--- src/rtl/romid_pkg.sv ---
package romid_pkg;

  localparam int NUM_ID_BYTES = 3;
  localparam int SLOT_W = 2;

  typedef enum logic [2:0] {
    ST_IDLE,
    ST_SETTLE,
    ST_SELECT,
    ST_WAIT,
    ST_CAPTURE,
    ST_DROP
  } probeState_t;

  // strobes from the sequencing control to the datapath
  typedef struct packed {
    logic              clearRes;
    logic              capture;
    logic              finish;
    logic [SLOT_W-1:0] slot;
  } probeStrobe_t;

endpackage

--- src/rtl/romid_ctrl.sv ---
module romid_ctrl
  import romid_pkg::*;
#(
  parameter int SETTLE_CYC = 4,
  parameter int ACCESS_CYC = 3
) (
  input  logic         clk,
  input  logic         rstN,
  input  logic         start,
  output probeStrobe_t strb,
  output logic         hvReq,
  output logic         ceN,
  output logic         oeN
);

  localparam int CNT_MAX = (SETTLE_CYC > ACCESS_CYC) ? SETTLE_CYC : ACCESS_CYC;
  localparam int CNT_W = $clog2(CNT_MAX + 1);
  localparam logic [CNT_W-1:0] SETTLE_LOAD = CNT_W'(SETTLE_CYC - 1);
  localparam logic [CNT_W-1:0] ACCESS_LOAD = CNT_W'(ACCESS_CYC - 1);
  localparam logic [SLOT_W-1:0] LAST_SLOT = SLOT_W'(NUM_ID_BYTES - 1);

  probeState_t       state;
  logic [CNT_W-1:0]  waitCnt;
  logic [SLOT_W-1:0] slot;

  always_ff @(posedge clk) begin
    if (!rstN) begin
      state   <= ST_IDLE;
      waitCnt <= '0;
      slot    <= '0;
    end else begin
      case (state)
        ST_IDLE: begin
          if (start) begin
            state   <= ST_SETTLE;
            waitCnt <= SETTLE_LOAD;
            slot    <= '0;
          end
        end
        ST_SETTLE: begin
          if (waitCnt == '0) state <= ST_SELECT;
          else waitCnt <= waitCnt - 1'b1;
        end
        ST_SELECT: begin
          state   <= ST_WAIT;
          waitCnt <= ACCESS_LOAD;
        end
        ST_WAIT: begin
          if (waitCnt == '0) state <= ST_CAPTURE;
          else waitCnt <= waitCnt - 1'b1;
        end
        ST_CAPTURE: begin
          if (slot == LAST_SLOT) begin
            state <= ST_DROP;
          end else begin
            slot  <= slot + 1'b1;
            state <= ST_SELECT;
          end
        end
        ST_DROP:  state <= ST_IDLE;
        default:  state <= ST_IDLE;
      endcase
    end
  end

  always_comb begin
    hvReq         = state inside {ST_SETTLE, ST_SELECT, ST_WAIT, ST_CAPTURE};
    ceN           = !(state inside {ST_SELECT, ST_WAIT, ST_CAPTURE});
    oeN           = !(state inside {ST_WAIT, ST_CAPTURE});
    strb.clearRes = (state == ST_IDLE) && start;
    strb.capture  = (state == ST_CAPTURE);
    strb.finish   = (state == ST_DROP);
    strb.slot     = (state inside {ST_SELECT, ST_WAIT, ST_CAPTURE}) ? slot : '0;
  end

endmodule

--- src/rtl/romid_datapath.sv ---
module romid_datapath
  import romid_pkg::*;
#(
  parameter int         ADDR_W    = 18,
  parameter logic [7:0] MFR_CODE  = 8'h37,
  parameter logic [7:0] DEV_CODE  = 8'h64,
  parameter logic [7:0] CONT_CODE = 8'h7F
) (
  input  logic                             clk,
  input  logic                             rstN,
  input  probeStrobe_t                     strb,
  input  logic [7:0]                       idData,
  output logic [ADDR_W-1:0]                addrOut,
  output logic [NUM_ID_BYTES-1:0][7:0]     capByte,
  output logic                             done,
  output logic                             match,
  output logic                             parityErr,
  output logic [SLOT_W-1:0]                errIndex
);

  localparam logic [NUM_ID_BYTES-1:0][7:0] EXP_CODE = {CONT_CODE, DEV_CODE, MFR_CODE};

  logic [NUM_ID_BYTES-1:0] oddOk;
  logic [NUM_ID_BYTES-1:0] eqOk;
  logic [SLOT_W-1:0]       firstBad;

  assign addrOut = ADDR_W'(strb.slot);

  for (genvar g = 0; g < NUM_ID_BYTES; g++) begin : gByte
    always_ff @(posedge clk) begin
      if (!rstN) capByte[g] <= '0;
      else if (strb.capture && (strb.slot == SLOT_W'(g))) capByte[g] <= idData;
    end
    assign oddOk[g] = ^capByte[g];
    assign eqOk[g]  = (capByte[g] == EXP_CODE[g]);
  end

  always_comb begin
    firstBad = '0;
    for (int i = NUM_ID_BYTES - 1; i >= 0; i--) begin
      if (!oddOk[i]) firstBad = SLOT_W'(i);
    end
  end

  always_ff @(posedge clk) begin
    if (!rstN) begin
      done      <= 1'b0;
      match     <= 1'b0;
      parityErr <= 1'b0;
      errIndex  <= '0;
    end else if (strb.clearRes) begin
      done      <= 1'b0;
      match     <= 1'b0;
      parityErr <= 1'b0;
      errIndex  <= '0;
    end else if (strb.finish) begin
      done      <= 1'b1;
      match     <= (&oddOk) && (&eqOk);
      parityErr <= ~(&oddOk);
      errIndex  <= firstBad;
    end
  end

endmodule

--- src/rtl/eprom_id_probe.sv ---
module eprom_id_probe
  import romid_pkg::*;
#(
  parameter int         ADDR_W     = 18,
  parameter int         SETTLE_CYC = 4,
  parameter int         ACCESS_CYC = 3,
  parameter logic [7:0] MFR_CODE   = 8'h37,
  parameter logic [7:0] DEV_CODE   = 8'h64,
  parameter logic [7:0] CONT_CODE  = 8'h7F
) (
  input  logic              clk,
  input  logic              rstN,
  input  logic              start,
  input  logic [7:0]        idData,
  output logic              hvReq,
  output logic [ADDR_W-1:0] addrOut,
  output logic              ceN,
  output logic              oeN,
  output logic              done,
  output logic              match,
  output logic              parityErr,
  output logic [1:0]        errIndex,
  output logic [7:0]        idByte0,
  output logic [7:0]        idByte1,
  output logic [7:0]        idByte2
);

  probeStrobe_t                 strb;
  logic [NUM_ID_BYTES-1:0][7:0] capByte;

  romid_ctrl #(
    .SETTLE_CYC(SETTLE_CYC),
    .ACCESS_CYC(ACCESS_CYC)
  ) u_ctrl (
    .clk  (clk),
    .rstN (rstN),
    .start(start),
    .strb (strb),
    .hvReq(hvReq),
    .ceN  (ceN),
    .oeN  (oeN)
  );

  romid_datapath #(
    .ADDR_W   (ADDR_W),
    .MFR_CODE (MFR_CODE),
    .DEV_CODE (DEV_CODE),
    .CONT_CODE(CONT_CODE)
  ) u_dp (
    .clk      (clk),
    .rstN     (rstN),
    .strb     (strb),
    .idData   (idData),
    .addrOut  (addrOut),
    .capByte  (capByte),
    .done     (done),
    .match    (match),
    .parityErr(parityErr),
    .errIndex (errIndex)
  );

  assign idByte0 = capByte[0];
  assign idByte1 = capByte[1];
  assign idByte2 = capByte[2];

endmodule

--- config.mk ---
export PLATFORM = sky130hd
export DESIGN_NAME = eprom_id_probe
export DESIGN_NICKNAME = d
export VERILOG_FILES = /design/src/rtl/romid_pkg.sv /design/src/rtl/romid_ctrl.sv /design/src/rtl/romid_datapath.sv /design/src/rtl/eprom_id_probe.sv
export SDC_FILE = /design/constraint.sdc
export NUM_CORES = 1
export LEC_CHECK = 0
export BUFFER_PORTS_ARGS = -buffer_cell sky130_fd_sc_hd__buf_2
export CAP_MARGIN = 20
export CORE_MARGIN = 3
export CORE_UTILIZATION = 30
export DETAILED_ROUTE_END_ITERATION = 16
export SYNTH_ARGS = -nofsm -noshare
export SYNTH_HDL_FRONTEND = slang
export SYNTH_SLANG_ARGS = --single-unit
--- constraint.sdc ---
create_clock -name clk -period 1.9 [get_ports clk]
set_input_delay 0.475 -clock clk [delete_from_list [all_inputs] [get_ports clk]]
set_output_delay 0.475 -clock clk [all_outputs]
set_load 0.005 [all_outputs]
==> flow_metrics.env <==
export IMPL_post_synth_most_frequent_cells="dfxtp_1 (37), nor2b_1 (30), mux2i_1 (25)"
export IMPL_power_density_nw_per_um2=852
export IMPL_async_flop_share=0
export IMPL_period_share=0.934
export IMPL_path_cells="nor3b_4 > nor2_1 > nor2_1 > buf_2"
export IMPL_antennaDiodeCount=0
export IMPL_finalSetupViolations=0
export IMPL_boundaryPins=61
export IMPL_die_width_um=88.9
export IMPL_routed_via_density=4.54
export IMPL_grt_antenna_before_repair=0
export IMPL_area_growth_synth_to_final_pct=18.6
export IMPL_cts_root_buf="clkbuf_8"
export IMPL_crit_required_ns=1.42
export IMPL_grt_pass1_wl_mm=7.26
export IMPL_mean_post_synth_cell_area_um2=9.82
export IMPL_critical_path_slowest_cell="dfxtp_2"
export IMPL_crit_top_cell="nor2_1"
export IMPL_syn_area_um2=2060
export IMPL_post_synth_top_flop="dfxtp_1"
export IMPL_final_setup_skew_ns=0.00965
export IMPL_port_buffer_count=44
export IMPL_hold_vio_cnt_final=0
export IMPL_rows=29
export IMPL_yosys_warnings=0
export IMPL_grt_usage=0.118
export IMPL_synth_edff_count=0
export IMPL_ff_latch_area_um2=744
export IMPL_detail_route_first_pass_iterations=4
export IMPL_fin_worst_hold_slack_ns=0.456
export IMPL_remaining_drc_errors=0
export IMPL_globalplace_congestion=0.812
export IMPL_preCtsSetupSlack_ns=0.263
export IMPL_synth_area_top_cells="dfxtp_1 (36%), mux2i_1 (12%), ha_1 (9.1%), nor2b_1 (9.1%), buf_4 (6.9%)"
export IMPL_run_status="finished, final reports clean"
export IMPL_synth_area_leader="dfxtp_1"
export IMPL_chipHeight_um=88.9
export IMPL_first_global_vias=1498
export IMPL_grt_setup_unrepaired="false"
export IMPL_multiInputGateArea_um2=1160
export IMPL_grt_overflow_total=0
export IMPL_numCtsBuffers=5
export IMPL_netlist_area_leader_share=0.359
export IMPL_post_synth_num_cell_types=37
export IMPL_path_max_fanout=8
export IMPL_synth_seq_cells=37
export IMPL_max_stage_delay_ns=0.43
export IMPL_number_of_buffers_on_the_longest_clock_path=2
export IMPL_clk_insertion_delay_late_ns=0.30
export IMPL_cts_htree_levels=2
export IMPL_routed_wire_length_per_instance_um=12.9
export IMPL_period_minus_slack_ns=1.77
export IMPL_dp_hpwl_mm=3.40
export IMPL_finalWorstSetupSlack_ns=0.126
export IMPL_worstSetupPathType="reg -> out"
export IMPL_tritoncts="done"
export IMPL_worst_ep_arrival_time_ns=1.30
export IMPL_fp_dieArea_um2=7900
export IMPL_vdd_drop_max_mv=0.465
export IMPL_initial_utilization=0.317
export IMPL_drive_gt1_frac=0.273
export IMPL_max_cap_viol_count=0
export IMPL_total_leakage_power_nw=1.15
export IMPL_design_core_area_um2=6490
export IMPL_setup_total_negative_slack_ns=0
export IMPL_routed_wl_mm=4.36
export IMPL_critPathLaunchType="register"
export IMPL_clk_pin_slew_worst_paths_ns=0.07
export IMPL_via_count=1531
export IMPL_postRouteAntennaNets=0
export IMPL_sequential_fraction_of_the_synthesis_area=0.359
export IMPL_cts_sinks=37
export IMPL_detail_route_iter0_violations=82
export IMPL_setup_worst_path_end_class="output port"
export IMPL_nets=285
export IMPL_place_detailed_instances=327
export IMPL_cts_hold_buffers_added=0
export IMPL_hold_path_class="reg -> reg"
export IMPL_grt_max_degree=33
export IMPL_post_synth_top_count_cell="dfxtp_1"
export IMPL_layout_filler_cell_count=672
export IMPL_final_instance_count_excl_fill=337
export IMPL_post_synth_inst_count=210
export IMPL_final_max_slew_violation_count=0
export IMPL_max_freq_mhz=564
registers in the layout (all words and copies together), names as in the netlist:
signal / flops
u_dp.match: 1
u_dp.done: 1
u_dp.parityErr: 1
u_ctrl.waitCnt: 3
u_ctrl.slot: 2
u_dp.errIndex: 2
u_ctrl.state: 3
u_dp.capByte: 24
logic make-up after synthesis:
logic type	count (synthesis)	share of synthesized area
AND/OR/NAND/NOR	66	0.215
buffers and inverters	38	0.105
flip-flops	37	0.359
multiplexers	25	0.121
AO/OA/AOI/OAI	17	0.0601
adder cells (fa/ha/maj)	15	0.0910
XOR/XNOR	11	0.0467
other	1	0.00182
metal layers:
metal	track usage	share of wire
met1	0.162	0.48
met2	0.177	0.44
met3	0.0286	0.061
met4	0.0495	0.018
met5	0	0
timing repair:
item	4_1_cts	5_1_grt
gates resized for setup	3	1
setup buffers	0	2
endpoints found under the setup margin	3	2
pin swaps	1	0
layout make-up:
cell class              count  area share
clock buffers               5      0.0281
clock inverters             3      0.0189
inverters                  14      0.0215
multi-input cells         150       0.476
flip-flops and latches     37       0.305
well taps                  77      0.0394
repair buffers             51       0.112
critical path: cells and delay by family, from the launching register on:
family / cells / cell delay [ns]
buf+inv: 1 / 0.12
flops: 1 / 0.43
simple gates: 3 / 0.46
path summary, 6_finish.rpt:
check / to / startpoint / cells past startpoint / slack [ns]
worst max-delay path: addrOut[0] / u_ctrl.state[2] / 4 / 0.13
worst max register to register: u_dp.capByte[6] / u_ctrl.state[2] / 7 / 0.22
worst min register to register: u_dp.errIndex[1] / u_dp.errIndex[1] / 2 / 0.46
worst min-delay path: u_dp.errIndex[1] / u_dp.errIndex[1] / 2 / 0.46
metrics by stage:
stage	total power, mW	cell area (um^2)	utilization
after floorplan	1.31	2120	-
after global placement	1.39	2310	0.355
after detailed placement	1.40	2310	0.355
after CTS	2.10	2430	0.374
after global routing	2.22	2440	0.376
final	2.08	2440	0.376
report_power, final:
group / switching [mW] / total, mW / internal [mW]
Combinational: 0.240 / 0.477 / 0.237
Sequential: 0.0847 / 0.915 / 0.831
Clock: 0.298 / 0.691 / 0.393
Total: 0.622 / 2.08 / 1.46
cells in the final DEF (no fill, tap or decap), types with 2 or more instances in the layout:
cell type and count:
buf_4 7, nand3b_1 2, clkbuf_8 5, nor2_1 9, ha_1 15, o21ai_0 2
dfxtp_2 3, and2_1 3, nand4_1 4, xnor2_1 10, mux2i_1 25, nor2b_1 29
nor3b_1 2, inv_1 14, o22ai_1 2, a22oi_1 2, dfxtp_1 34, nand2_1 4
nor3_2 2, or4_1 2, a21oi_1 5, conb_1 16, buf_2 44
No activity file was read; power rests on OpenSTA's default activity.
